<file path="config.mk">
export PLATFORM = sky130hd
export DESIGN_NAME = pcm_clkmode_ctrl
export DESIGN_NICKNAME = d
export VERILOG_FILES = /design/src/rtl/pcm_clkmode_pkg.sv /design/src/rtl/pcm_sel_decode.sv /design/src/rtl/pcm_tick_div.sv /design/src/rtl/pcm_edge_sync.sv /design/src/rtl/pcm_clkmode_ctrl.sv
export SDC_FILE = /design/constraint.sdc
export NUM_CORES = 1
export LEC_CHECK = 0
export BUFFER_PORTS_ARGS = -buffer_cell sky130_fd_sc_hd__buf_2
export CAP_MARGIN = 10
export CELL_PAD_IN_SITES_DETAIL_PLACEMENT = 0
export CELL_PAD_IN_SITES_GLOBAL_PLACEMENT = 2
export CORE_ASPECT_RATIO = 0.5
export CORE_MARGIN = 5
export CORE_UTILIZATION = 30
export CTS_CLUSTER_DIAMETER = 100
export DETAILED_ROUTE_END_ITERATION = 8
export HOLD_SLACK_MARGIN = 0.15
export PLACE_DENSITY = 0.79
export SLEW_MARGIN = 20
export SYNTH_ARGS = -nofsm -noshare
export SYNTH_HDL_FRONTEND = slang
export SYNTH_HIERARCHICAL = 1
export SYNTH_SLANG_ARGS = --single-unit
</file>
<file path="constraint.sdc">
create_clock -name clk -period 1.55 [get_ports clk]
set_clock_uncertainty 0.05 [all_clocks]
set_input_delay 0.0775 -clock clk [delete_from_list [all_inputs] [get_ports clk]]
set_output_delay 0.0775 -clock clk [all_outputs]
set_load 0.02 [all_outputs]
</file>
<file path="src/rtl/pcm_clkmode_pkg.sv">
package pcm_clkmode_pkg;

    localparam int SEL_W    = 3;
    localparam int DIV_W    = 4;
    localparam int BASE_KHZ = 512;
    localparam int MCLK_KHZ = 4096;

    typedef struct packed {
        logic             valid;
        logic             async;
        logic [DIV_W-1:0] ratio;
    } mode_t;

    // Block-clock rate for each code, from which the divide ratio follows.
    function automatic mode_t decode_sel(input logic [SEL_W-1:0] code);
        mode_t m;
        int    khz;
        m     = '0;
        khz   = 0;
        case (code)
            3'b000:  khz = 512;
            3'b001:  khz = 1536;
            3'b010:  khz = 2048;
            3'b011:  khz = 4096;
            3'b100,
            3'b101:  khz = MCLK_KHZ;
            default: khz = 0;
        endcase
        m.valid = (khz != 0);
        m.async = (code == 3'b100) || (code == 3'b101);
        m.ratio = DIV_W'(khz / BASE_KHZ);
        return m;
    endfunction

endpackage

</file>
<file path="src/rtl/pcm_sel_decode.sv">
module pcm_sel_decode
    import pcm_clkmode_pkg::*;
(
    input  logic             clk,
    input  logic             rst_n,
    input  logic [SEL_W-1:0] speed_sel,
    output logic             valid,
    output logic             async_mode,
    output logic             sel_err,
    output logic [DIV_W-1:0] ratio
);
    mode_t mode_d, mode_q;

    always_comb begin
        mode_d = decode_sel(speed_sel);
    end

    always_ff @(posedge clk or negedge rst_n) begin
        if (!rst_n) mode_q <= '0;
        else        mode_q <= mode_d;
    end

    assign valid      = mode_q.valid;
    assign async_mode = mode_q.async;
    assign sel_err    = !mode_q.valid && rst_n;
    assign ratio      = mode_q.ratio;

    // an error code never reports an asynchronous mode
    a_r4_err_not_async: assert property (@(posedge clk) disable iff (!rst_n)
        sel_err |-> !async_mode);
    // every asynchronous mode divides by eight
    a_r3_async_ratio: assert property (@(posedge clk) disable iff (!rst_n)
        async_mode |-> (ratio == DIV_W'(MCLK_KHZ / BASE_KHZ)));
endmodule

</file>
<file path="src/rtl/pcm_tick_div.sv">
module pcm_tick_div
    import pcm_clkmode_pkg::*;
(
    input  logic             clk,
    input  logic             rst_n,
    input  logic             valid,
    input  logic [DIV_W-1:0] ratio,
    output logic             tick
);
    typedef struct packed {
        logic [DIV_W-1:0] cnt;
        logic [DIV_W-1:0] ratio;
        logic             tick;
    } div_t;

    div_t div_d, div_q;

    always_comb begin
        div_d = div_q;
        if (!valid || (ratio != div_q.ratio)) begin
            div_d.cnt   = '0;
            div_d.tick  = 1'b0;
            div_d.ratio = ratio;
        end else begin
            div_d.tick = (div_q.cnt == ratio - DIV_W'(1));
            div_d.cnt  = div_d.tick ? '0 : div_q.cnt + DIV_W'(1);
        end
    end

    always_ff @(posedge clk or negedge rst_n) begin
        if (!rst_n) div_q <= '0;
        else        div_q <= div_d;
    end

    assign tick = div_q.tick;

    // no enable after an unused code was seen
    a_r4_no_tick_invalid: assert property (@(posedge clk) disable iff (!rst_n)
        !valid |=> !tick);
    // single-cycle pulses whenever the ratio exceeds one
    a_r5_single_pulse: assert property (@(posedge clk) disable iff (!rst_n)
        (tick && ratio != DIV_W'(1)) |=> !tick);
endmodule

</file>
<file path="src/rtl/pcm_edge_sync.sv">
module pcm_edge_sync #(
    parameter int STAGES = 2
) (
    input  logic clk,
    input  logic rst_n,
    input  logic enable,
    input  logic din,
    output logic rise,
    output logic fall
);
    localparam int LAST = STAGES;

    logic [LAST:0] sh_d, sh_q;

    always_comb begin
        sh_d = {sh_q[LAST-1:0], din};
    end

    always_ff @(posedge clk or negedge rst_n) begin
        if (!rst_n) sh_q <= '0;
        else        sh_q <= sh_d;
    end

    assign rise = enable &&  sh_q[LAST-1] && !sh_q[LAST];
    assign fall = enable && !sh_q[LAST-1] &&  sh_q[LAST];

    // rising and falling strobes are exclusive and last one cycle
    a_r6_edges_exclusive: assert property (@(posedge clk) disable iff (!rst_n)
        !(rise && fall));
    a_r6_rise_one_cycle: assert property (@(posedge clk) disable iff (!rst_n)
        rise |=> !rise);
endmodule

</file>
<file path="src/rtl/pcm_clkmode_ctrl.sv">
module pcm_clkmode_ctrl
    import pcm_clkmode_pkg::*;
#(
    parameter int SYNC_STAGES = 2
) (
    input  logic             clk,
    input  logic             rst_n,
    input  logic [SEL_W-1:0] speed_sel,
    input  logic             bclk_in,
    input  logic             stb_in,
    output logic             tick_512k,
    output logic             async_mode,
    output logic             sel_err,
    output logic             bclk_rise,
    output logic             bclk_fall,
    output logic             frame_start,
    output logic             frame_delay
);
    localparam int N_IN = 2;

    logic             mode_valid;
    logic [DIV_W-1:0] mode_ratio;
    logic [N_IN-1:0]  sync_in, sync_rise, sync_fall;
    logic             stb_fall;
    logic             delay_d, delay_q;

    pcm_sel_decode u_decode (
        .clk        (clk),
        .rst_n      (rst_n),
        .speed_sel  (speed_sel),
        .valid      (mode_valid),
        .async_mode (async_mode),
        .sel_err    (sel_err),
        .ratio      (mode_ratio)
    );

    pcm_tick_div u_div (
        .clk   (clk),
        .rst_n (rst_n),
        .valid (mode_valid),
        .ratio (mode_ratio),
        .tick  (tick_512k)
    );

    assign sync_in = {stb_in, bclk_in};

    for (genvar g = 0; g < N_IN; g++) begin : g_sync
        pcm_edge_sync #(.STAGES(SYNC_STAGES)) u_sync (
            .clk    (clk),
            .rst_n  (rst_n),
            .enable (async_mode),
            .din    (sync_in[g]),
            .rise   (sync_rise[g]),
            .fall   (sync_fall[g])
        );
    end

    assign bclk_rise   = sync_rise[0];
    assign bclk_fall   = sync_fall[0];
    assign frame_start = sync_rise[1];
    assign stb_fall    = sync_fall[1];

    always_comb begin
        delay_d = async_mode ? (delay_q || frame_start) : 1'b0;
    end

    always_ff @(posedge clk or negedge rst_n) begin
        if (!rst_n) delay_q <= 1'b0;
        else        delay_q <= delay_d;
    end

    assign frame_delay = delay_q;

    // a strobe fall never starts a frame
    a_r7_fall_no_start: assert property (@(posedge clk) disable iff (!rst_n)
        stb_fall |-> !frame_start);
    // edge outputs quiet outside asynchronous modes
    a_r8_sync_quiet: assert property (@(posedge clk) disable iff (!rst_n)
        !async_mode |-> !(bclk_rise || bclk_fall || frame_start));
    // delay control engages only right after a frame start
    a_r9_delay_after_start: assert property (@(posedge clk) disable iff (!rst_n)
        $rose(frame_delay) |-> $past(frame_start));
    // delay control clears once asynchronous mode is left
    a_r9_delay_clear: assert property (@(posedge clk) disable iff (!rst_n)
        !async_mode |=> !frame_delay);
endmodule

</file>
# --- Word level (Yosys, flattened, before mapping) ---
# Index checks and enable logic that the tools add are counted.
word_totals:
  ff_bits: 22
  output_inout_bits: 7
  word_cells: 43
op_classes:
  n_addsub: 3
  eq_ne: 7
  muxes: 5
  bitwise: 1
  n_reduce_logical: 18
ops:
  columns: ["cell", "n"]
  rows:
  - ["13-bit one-hot mux with 4 select lines", 1]
  - ["32-bit nonzero test", 1]
  - ["9-bit OR reduction", 1]
  - ["4-bit 2-to-1 mux", 2]
  - ["1-bit logical AND", 7]
  - ["3-bit by 2-bit equality test with 1-bit output, second input constant", 2]
  - ["3-bit equality test, second input constant", 2]
  - ["4-bit by 1-bit adder with 4-bit output", 1]
  - ["4-bit by 1-bit adder with 4-bit output, second input constant", 1]
  - ["4-bit equality test", 1]
  - ["1-bit logical NOT", 4]
  - ["4-bit != test", 1]
  - ["4-bit by 1-bit subtractor with 4-bit output, second input constant", 1]
  - ["3-bit by 1-bit equality test with 1-bit output, second input constant", 1]
  - ["3-bit logical NOT", 1]
  - ["1-bit logical OR", 3]
  - ["3-bit OR reduction", 1]
  - ["1-bit 2-to-1 mux", 2]
  - ["1-bit AND, first input constant", 1]

# --- Depth between registers and ports, before layout ---
# Gate-level depths: netlist (run 1).
logic_depth:
  word_depth: 6
  depth_mapped: 6
  mapped_depth_nobuf: 6

# --- By module ---
# Netlist (run 1), hierarchy kept.
by_module_without_submodules:
  columns: ["module", "n_inst", "cells_per_inst", "area_each_um2", "seq_area_each_um2"]
  rows:
  - ["pcm_tick_div", 1, 40, 455.4, 225.2]
  - ["pcm_sel_decode", 1, 14, 200.2, 150.1]
  - ["pcm_edge_sync", 2, 5, 92.6, 75.1]
  - ["pcm_clkmode_ctrl", 1, 2, 32.5, 25.0]

# --- Worst setup path before layout (run 1) ---
# Ideal clock, no wire load.
synth_path:
  kind: "reg-to-reg"
  from: "register u_decode.mode_q (netlist bit u_decode/ratio[0])"
  to: "register u_div.div_q (netlist bit u_div/tick)"
  setup_ns: 0.068
  arrival_time_ns: 1.462
  t_required_ns: 1.432
  slack_ns: -0.030
  path_stages_with_launch: 6
  period_less_slack_ns: 1.580
  path_cell_list: "dfrtp_1 > inv_1 > ha_1 > xnor2_1 > nor4_2 > and3_1"
synth_rtl:
  columns: ["item", "line", "source"]
  rows:
  - ["start, declared", "pcm_sel_decode.sv:12", "mode_t mode_d, mode_q;"]
  - ["start signal, assigned", "pcm_sel_decode.sv:20", "else mode_q <= mode_d;"]
  - ["end signal, assigned", "pcm_tick_div.sv:32", "else div_q <= div_d;"]
  - ["end, declared", "pcm_tick_div.sv:16", "div_t div_d, div_q;"]

==> results of run 1 <==
## power groups by stage
stage	Clock, mW	Sequential [mW]	Combinational [mW]
final	0.519	0.617	0.130
after global routing	0.560	0.621	0.142
after CTS	0.537	0.617	0.120
after detailed placement	0	0.629	0.102
after global placement	0	0.627	0.0998
after floorplan	0	0.628	0.0620
## critical path, stage by stage, from the launching register on
cell and delay (ps):
dfrtp_1 390, inv_1 100, ha_4 220, xnor2_2 140
nor4_2 270, buf_4 170, and3_1 140
## per-stage QoR
stage / worst slack (ps) / area (µm²) / hold slack, ps / util / setup TNS (ps)
floorplan: -24.04 / 867.1 / -268.1 / - / -24.04
global placement: -30.67 / 979.7 / 26.72 / 0.3673 / -37.45
detailed placement: -102.2 / 979.7 / 32.91 / 0.3673 / -412.9
global route: -83.01 / 1170 / 308.8 / 0.4386 / -289.7
CTS: 25.17 / 1146 / 293.1 / 0.4296 / 0
finish: 11.97 / 1170 / 279.1 / 0.4386 / 0
## registers in the layout (all words and copies together) (netlist names)
name	cells
u_div/div_q	8
u_decode/async_mode	1
frame_delay	1
g_sync.u_sync/sh_q	6
u_decode/valid	1
u_decode/ratio	4
u_div/tick	1
## layer usage
metal | track usage | vias up | wire (µm)
met5 | 0 | - | 0
met1 | 0.08949 | 247 | 656
li1 | - | 258 | -
met2 | 0.1348 | 11 | 654
met4 | 0.03785 | 0 | 19
met3 | 0.02062 | 2 | 57
## area by class of cell
type                       instances  area, µm²  area share
inverter                           2      7.507    0.006417
multi-input combinational         37      311.5      0.2663
clock buffer                       3      41.29     0.03529
sequential                        22      550.5      0.4706
tap                               37      46.29     0.03957
timing repair buffer              26      182.7      0.1561
clock inverter                     1      30.03     0.02567
## timing repair
item	CTS	global route
pin swaps	1	1
gates resized for setup	0	3
setup endpoints to repair	5	5
buffers inserted	2	0
hold buffers	8	0
cloned	0	0
hold endpoints to repair	30	0
## how the worst max path moves through the flow
stage                                      startpoint                   end  slack [ps]
after CTS                 u_decode/ratio[1]$_DFF_PN0_  u_div/tick$_DFF_PN0_          30
after global routing      u_decode/ratio[1]$_DFF_PN0_  u_div/tick$_DFF_PN0_         -80
after detailed placement  u_decode/ratio[1]$_DFF_PN0_  u_div/tick$_DFF_PN0_        -100
after global placement    u_decode/ratio[1]$_DFF_PN0_  u_div/tick$_DFF_PN0_         -30
after floorplan           u_decode/ratio[0]$_DFF_PN0_  u_div/tick$_DFF_PN0_         -20
final                     u_decode/ratio[1]$_DFF_PN0_  u_div/tick$_DFF_PN0_          10
==> results.toml, run 1 <==
[power]
p_switching_mw = 0.2548
power.clock.fraction = 0.410
sequentialPowerShare = 0.487
vdd.ir_drop.worst_uv = 424.1
p_sw_frac = 0.2012
cellPowerDensity_mw_per_mm2 = 1082
power.total_mw = 1.266
power_leakage_nw = 0.5631
power.combinational.fraction = 0.102
internal_power_mw = 1.011

[critical_path]
crit-reg2reg-capture = "u_div/tick$_DFF_PN0_"
worst_ep_required_time_ps = 1700
crit_arrival_ps = 1690
regToRegSetupSlack_ps = 10
timing.critical_path.to_type = "flip-flop"
worst-r2r-cell-count = 6
nature_of_the_critical_path_startpoint = "flip-flop"
critical_path_class = "reg -> reg"
worstReg2RegStart = "u_decode/ratio[1]$_DFF_PN0_"
worstPathMaxFanout = 5

[place]
place_congestion = 0.6983
portBuffers = 13
placedCellCount = 114
dp.final_hpwl_mm = 1.005

[clocking]
ctsHtreeMaxLevel = 1
tritoncts = "done"
clock_insertion_delay_worst_skew_ps = 260
path_clk_slew_ps = 80
cts_made_buffers = 3
numClockSinks = 22
clk_path_buf_depth = 2
clock_tree.root_cell = "clkbuf_8"

[synthesis]
syn_nets = 74
post_synth_instance_area_um2 = 864.6
number_of_instances_in_the_synthesized_netlist = 65
yosys_warnings = 6
syn_area_per_cell_um2 = 13.30

[finish]
filler_cell_count = 256
finalNetCount = 101
antenna-diode-count = 0
syn2layout_area_growth_pct = 35.31
post_route_cells_drive_above_1_share = 0.2967
layout_commonest_cell = "dfrtp_1"
post_layout_nonfiller_instances = 128
final_cell_mix = "dfrtp_1, buf_2, dlygate4sd3_1"

[global_routing]
first_global_vias = 515
grt_pass1_wl_mm = 2.325
grt_max_degree = 23
initial_antenna_violation_count = 0
grt_overflow = 0
grt.total_usage = 0.07612

[routing]
detail_route.first_pass.iterations = 2
wire_per_inst_um = 10.84
detail-route-antenna-nets = 0
detail_route.iter0.violations = 12
via_count_normalized_by_instance_count = 4.047
post-route-drc-count = 0
routed_wirelength_mm = 1.388
num_vias = 518

[timing]
relSlewSlack = 0.8185
final_period_minus_worst_setup_slack_ps = 1538
slew_viol_final = 0
setup_viol = 0
max_freq_ghz = 0.6502
rsz_0062_raised_after_global_routing = "true"
hold_violations = 0
worst_slew_pin_slew_ps = 272.2
layout_worst_path_cycle_share = 0.9923

[floorplan]
rows = 13
boundaryPins = 14
floorplan.initialDensity = 0.3241
floorplan.die.height_um = 47.96
placeableCoreArea_mm2 = 0.002668
die_w_um = 85.92
floorplan.die_area_mm2 = 0.004121

[job]
cap_violations = 0

[run_status]
result_of_the_run = "finished, final reports clean"

[hold_path]
min-delay-path-class = "in -> async"
(Power assumes the default switching activity.)
==> inputs of run 2 (changes only) <==
Settings changed: SYNTH_HIERARCHICAL 1 to unset.
==> run 2 against run 1 <==
  * The flow now finishes with violations (negative setup slack)
  * Worst hold slack got worse by 5.7 ps
  * Setup slack worse by 22 ps
  * Critical endpoint is now u_div.tick$_DFF_PN0_
  * Register-to-register slack worse by 20 ps
  * Die area up 1.2%
  * Power shrank 8.4%
  * Clock-buffer cell count increased by 1
  * Flip-flop and latch count did not move
  * Synthesized cell count rose by 4.6%
  * Global-route usage grew 1.1 points
  * Combinational power is 8% higher
  * Largest power group unchanged
==> results.toml, run 2 <==
[synthesis]
synth_largest_area_cell = "dfrtp_1"
ys_async_sr_fraction = 1.000
yosys_register_bits = 22
synth.top_cells.by_area = "dfrtp_1, xnor2_1, ha_1"
synth.yosys.seq_area_share = 0.6277
number_of_instances_in_the_synthesized_netlist = 68
yosys_warnings = 0
post_synth_instance_area_um2 = 877.1
syn_nets = 77
synth_top_area_share = 0.6277
synth_commonest_cells = "dfrtp_1, xnor2_1, nand2_1, nor2b_1"
syn_area_per_cell_um2 = 12.90
number_of_distinct_library_cells_after_synthesis = 23
dominantRegCellSynth = "dfrtp_1"
synth-edff-count = 0
synth_most_common_cell = "dfrtp_1"

[place]
dpl_worst_slack_ps = -53.11
dp.final_hpwl_mm = 1.117
place_congestion = 0.7803
portBuffers = 13

[routing]
wire_per_inst_um = 11.62
routedLengthMet1_um = 680
detail_route.iter0.violations = 15
post-route-drc-count = 0
detail-route-antenna-nets = 0
topRoutingLayerUsed = "met4"
routed_wirelength_mm = 1.522
met3RoutedLength_um = 66
via_count_normalized_by_instance_count = 4.275
num_vias = 560
route.met2.wl_um = 755
detail_route.first_pass.iterations = 4

[clocking]
ctsHtreeMaxLevel = 1
clock_tree.root_cell = "clkbuf_8"
clk_path_buf_depth = 2
tritoncts = "done"
clock_insertion_delay_worst_skew_ps = 260
cts_made_buffers = 3
path_clk_slew_ps = 80
numClockSinks = 22

[timing]
layout_worst_path_cycle_share = 1.007
max_freq_ghz = 0.6410
final_period_minus_worst_setup_slack_ps = 1560
worst_slew_pin_slew_ps = 328.1
postLayoutSetupSlackWorst_ps = -10.13
hold_violations = 0
slew_viol_final = 0
setup_viol = 3
rsz_0062_raised_after_global_routing = "true"
relSlewSlack = 0.7809

[critical_path]
worst_ep_required_time_ps = 1700
crit_arrival_ps = 1710
worstPathMaxFanout = 5
critical_path_class = "reg -> reg"
nature_of_the_critical_path_startpoint = "flip-flop"
timing.critical_path.to_type = "flip-flop"

[global_routing]
grt_overflow = 0
first_global_vias = 606
initial_antenna_violation_count = 0
grt.total_usage = 0.08727
grt_max_degree = 23
grt_pass1_wl_mm = 2.753

[floorplan]
floorplan.die_area_mm2 = 0.004171
floorplan.initialDensity = 0.3248
boundaryPins = 14
placeableCoreArea_mm2 = 0.002700
floorplan.die.height_um = 48.24
rows = 13
die_w_um = 86.47

[hold_path]
min-delay-path-class = "in -> async"

[finish]
post_route_cells_drive_above_1_share = 0.3191
syn2layout_area_growth_pct = 33.67
antenna-diode-count = 0
layout_commonest_cell = "dfrtp_1"
filler_cell_count = 261
largest_reg_flops = 8
final_cell_mix = "dfrtp_1, buf_2, dlygate4sd3_1"
finalNetCount = 104
largest_register = "u_div.div_q"

[power]
power.total_mw = 1.160
cellPowerDensity_mw_per_mm2 = 989.1
power_leakage_nw = 0.5560
vdd.ir_drop.worst_uv = 316.1

[run_status]
failing_checks = "negative setup slack"
result_of_the_run = "finished with violations"

[job]
cap_violations = 0
[run 2: worst paths after layout]
check                                              startpoint                                  to  slack [ps]  cells past startpoint
max                               u_decode.ratio[1]$_DFF_PN0_                u_div.tick$_DFF_PN0_         -10                      6
min                                                     rst_n                u_div.tick$_DFF_PN0_         270                      3
max reg2reg                       u_decode.ratio[1]$_DFF_PN0_                u_div.tick$_DFF_PN0_         -10                      6
min reg2reg                g_sync[0].u_sync.sh_q[0]$_DFF_PN0_  g_sync[0].u_sync.sh_q[1]$_DFF_PN0_         300                      0
max in group asynchronous                               rst_n  g_sync[0].u_sync.sh_q[1]$_DFF_PN0_         960                      3
min in group clk           g_sync[0].u_sync.sh_q[0]$_DFF_PN0_  g_sync[0].u_sync.sh_q[1]$_DFF_PN0_         300                      0
[run 2: per-stage QoR]
step | std cells | TNS, ps | instance area, µm² | hold slack (ps) | util
2_1_floorplan | 68 | 0 | 877.1 | -268.1 | -
3_3_place_gp | 118 | 0 | 1002 | 28.10 | 0.3712
3_5_place_dp | 118 | -75.78 | 1002 | 31.15 | 0.3712
4_1_cts | 131 | -71.60 | 1172 | 288.1 | 0.4342
5_1_grt | 131 | -467.6 | 1172 | 324.4 | 0.4342
6_report | 131 | -14.80 | 1172 | 273.4 | 0.4342
[run 2: layer usage]
metal  up-vias  GRT usage
met5         -          0
met4         0    0.03727
met3         2    0.02698
met2         9     0.1535
met1       277     0.1038
li1        272          -
[run 2: logic make-up after synthesis]
family | count (synthesis) | synth area share
and+or+nand+nor | 26 | 0.1883
DFF | 22 | 0.6277
adders and majority gates | 2 | 0.02853
buffers and inverters | 6 | 0.02710
xor gates and xnor gates | 9 | 0.08988
AOI/OAI and AO/OA | 3 | 0.03851
[run 2: report_power, final]
group / total, mW / internal (mW) / switching [mW] / leakage (nW)
combinational: 0.140 / 0.0721 / 0.0684 / 0.247
sequential: 0.621 / 0.600 / 0.0209 / 0.280
clock: 0.398 / 0.226 / 0.172 / 0.0288
total: 1.16 / 0.898 / 0.262 / 0.556
[run 2: timing repair]
action | in CTS | in global routing
endpoints found under the hold margin | 30 | 0
buffers inserted | 1 | 0
endpoints found under the setup margin | 5 | 5
gates resized for setup | 6 | 0
hold buffers | 8 | 0
pin swaps | 5 | 0
[run 2: critical path, cell delays in order, from the launching register on]
cell and delay, ps:
dfrtp_1 360, inv_2 60, ha_4 160, xnor2_2 140, xnor2_2 160, nor4_4 350
and3_1 220
[run 2: final cells by class]
type / instances / area (µm²) / area share
inverters: 2 / 7.507 / 0.006403
clock buffers: 4 / 55.05 / 0.04696
well taps: 37 / 46.29 / 0.03949
flip-flops and latches: 22 / 550.5 / 0.4696
multi-input cells: 40 / 330.3 / 0.2818
repair buffers: 26 / 182.7 / 0.1558
==> inputs of run 3 (changes only) <==
Settings changed: ABC_AREA set to 1, CORE_UTILIZATION 30 to 29, PLACE_DENSITY 0.79 to 0.83.
==> run 3 against run 2 <==
  * Flip-flop and latch count unchanged
  * Via count increased by 18%
  * Final cell count increased by 29%
  * Sequential power about the same
  * The flow now finishes without violations
  * Design area increased by 3.6%
  * Largest power group unchanged
  * Synthesized area increased by 6.0%
  * Wire length increased by 2.6%
  * Clock power increased by 31%
==> results.toml, run 3 <==
[routing]
num_vias = 661
post-route-drc-count = 0
via_count_normalized_by_instance_count = 3.911
wire_per_inst_um = 9.237
detail-route-antenna-nets = 0
routed_wirelength_mm = 1.561
detail_route.first_pass.iterations = 4
detail_route.iter0.violations = 27

[floorplan]
boundaryPins = 14
floorplan.die.height_um = 50.04
floorplan.initialDensity = 0.3068
placeableCoreArea_mm2 = 0.003030
floorplan.die_area_mm2 = 0.004507
rows = 14
die_w_um = 90.07

[critical_path]
worst_ep_required_time_ps = 1680
worstPathMaxFanout = 5
critical_path_class = "in -> reg"
cp_slowest_stage_delay_ps = 580
cp_dominant_cell_by_count = "dlygate4sd3_1"
critPathSlowestCell = "dlygate4sd3_1"
timing.critical_path.cells = "dlygate4sd3_1 -> buf_2 -> nor3_1 -> dlygate4sd3_1 -> o21bai_1"
timing.critical_path.to_type = "flip-flop"
nature_of_the_critical_path_startpoint = "input pin"
crit_arrival_ps = 1610

[finish]
final_cell_mix = "nand2_1, dfrtp_1, inv_1, nor2_1, buf_2"
largest_register = "u_div.div_q"
post_route_cells_drive_above_1_share = 0.1938
layout_commonest_cell = "nand2_1"
finalNetCount = 139
antenna-diode-count = 0
syn2layout_area_growth_pct = 30.69
largest_reg_flops = 8

[global_routing]
grt.total_usage = 0.07778
grt_max_degree = 23
grt_overflow = 0
grt_pass1_wl_mm = 2.801
first_global_vias = 635
initial_antenna_violation_count = 0

[clocking]
numClockSinks = 22
cts_made_buffers = 3
clock_insertion_delay_worst_skew_ps = 260
clk_path_buf_depth = 2
clock_tree.root_cell = "clkbuf_8"
tritoncts = "done"
path_clk_slew_ps = 80
ctsHtreeMaxLevel = 1

[synthesis]
synth_largest_area_cell = "dfrtp_1"
synth-edff-count = 0
ys_async_sr_fraction = 1.000
syn_area_per_cell_um2 = 8.854
dominantRegCellSynth = "dfrtp_1"
synth_top_area_share = 0.5922
synth_most_common_cell = "nand2_1"
syn_nets = 114
number_of_instances_in_the_synthesized_netlist = 105
synth_commonest_cells = "nand2_1, dfrtp_1, inv_1, nor2_1"
post_synth_instance_area_um2 = 929.6
synth.yosys.seq_area_share = 0.5922
number_of_distinct_library_cells_after_synthesis = 18
synth.top_cells.by_area = "dfrtp_1, nand2_1, inv_1"
yosys_register_bits = 22
yosys_warnings = 0

[power]
power.clock.fraction = 0.408
p_sw_frac = 0.2144
power_leakage_nw = 0.6247
internal_power_mw = 1.007
vdd.ir_drop.worst_uv = 931.5
p_switching_mw = 0.2748
power.total_mw = 1.282
cellPowerDensity_mw_per_mm2 = 1055
power.combinational.fraction = 0.108
sequentialPowerShare = 0.484

[timing]
max_freq_ghz = 0.6784
postLayoutSetupSlackWorst_ps = 76.01
worst_slew_pin_slew_ps = 267.0
final.setup.tns_ps = 0
rsz_0062_raised_after_global_routing = "false"
layout_worst_path_cycle_share = 0.9510
timing.hold.ws_ps = 292.2
final_period_minus_worst_setup_slack_ps = 1474
slew_viol_final = 0
setup_viol = 0
relSlewSlack = 0.8220
hold_violations = 0

[hold_path]
min-delay-path-class = "in -> async"

[place]
dp.final_hpwl_mm = 1.176
place_congestion = 0.6596
dpl_worst_slack_ps = 114.0
portBuffers = 13

[job]
cap_violations = 0

[run_status]
result_of_the_run = "finished, final reports clean"
## run 3: cell count changes after synthesis, moves of 3 or more
| cell | previous run | this run |
|---|---|---|
| o21ai_0 | 0 | 4 |
| nand2b_1 | 3 | 0 |
| nor2b_1 | 4 | 1 |
| inv_1 | 2 | 15 |
| nor2_1 | 3 | 15 |
| xnor2_1 | 7 | 2 |
| nand3_1 | 1 | 4 |
| nand2_1 | 4 | 26 |
## run 3: power by group through the flow
stage	clock network [mW]	logic [mW]	registers (mW)
2_1_floorplan	0	0.0747	0.632
3_3_place_gp	0	0.121	0.632
3_5_place_dp	0	0.120	0.632
4_1_cts	0.536	0.135	0.621
5_1_grt	0.563	0.161	0.624
6_report	0.523	0.138	0.620
## run 3: cells by family (layout without fill, tap and decap cells)
family | after synthesis | count (layout) | share of synthesized area
XOR/XNOR | 4 | 4 | 0.03769
AO/OA/AOI/OAI | 6 | 6 | 0.03768
AND/OR/NAND/NOR | 50 | 50 | 0.2194
adder cells (fa/ha/maj) | 2 | 2 | 0.02691
flip-flops | 22 | 22 | 0.5922
buffers and inverters | 21 | 45 | 0.08613
## run 3: final timing paths
kind | startpoint | endpoint | slack (ps) | cells past startpoint
worst max-delay path | speed_sel[1] | u_decode.ratio[0]$_DFF_PN0_ | 80 | 5
worst min-delay path | rst_n | u_div.tick$_DFF_PN0_ | 290 | 3
worst max register to register | u_decode.ratio[1]$_DFF_PN0_ | u_div.div_q[5]$_DFF_PN0_ | 170 | 10
worst min register to register | g_sync[1].u_sync.sh_q[0]$_DFF_PN0_ | g_sync[1].u_sync.sh_q[1]$_DFF_PN0_ | 310 | 0
max in group asynchronous | rst_n | u_div.div_q[1]$_DFFE_PN0N_ | 940 | 3
min in group clk | g_sync[1].u_sync.sh_q[0]$_DFF_PN0_ | g_sync[1].u_sync.sh_q[1]$_DFF_PN0_ | 310 | 0
## run 3: worst max-delay path, delay by kind of cell
kind                   cells  cell delay [ps]
AO/OA/AOI/OAI              1              110
buffers and inverters      3             1250
AND/OR/NAND/NOR            1              170
## run 3: through the flow
| step | area (µm²) | utilization | cells |
|---|---|---|---|
| 2_1_floorplan | 929.6 | - | 105 |
| 3_3_place_gp | 1044 | 0.3443 | 156 |
| 3_5_place_dp | 1044 | 0.3443 | 156 |
| 4_1_cts | 1195 | 0.3943 | 168 |
| 5_1_grt | 1215 | 0.4009 | 169 |
| 6_report | 1215 | 0.4009 | 169 |
## run 3: area by class of cell
type                            instances  area (µm²)
Multi-Input combinational cell         62       311.5
Sequential cell                        22       550.5
Inverter                               17       63.81
Timing Repair Buffer                   24       167.7
Clock inverter                          1       30.03
Fill cell                             293        1815
Clock buffer                            3       41.29
Tap cell                               40       50.05
## run 3: routing by layer
layer  track usage  part of all wire  wire (µm)  vias up
met1       0.09935              0.52        804      294
met5             0                 0          0        -
li1              -                 -          -      354
met4       0.02228            0.0051          8        0
met2        0.1214              0.44        690       11
met3       0.03191             0.037         57        2
## run 3: repair_timing
action                                  in CTS  in global routing
endpoints found under the setup margin       0                  4
hold endpoints to repair                    30                  0
setup buffers                                0                  1
gates resized for setup                      0                  1
hold buffers                                 8                  0
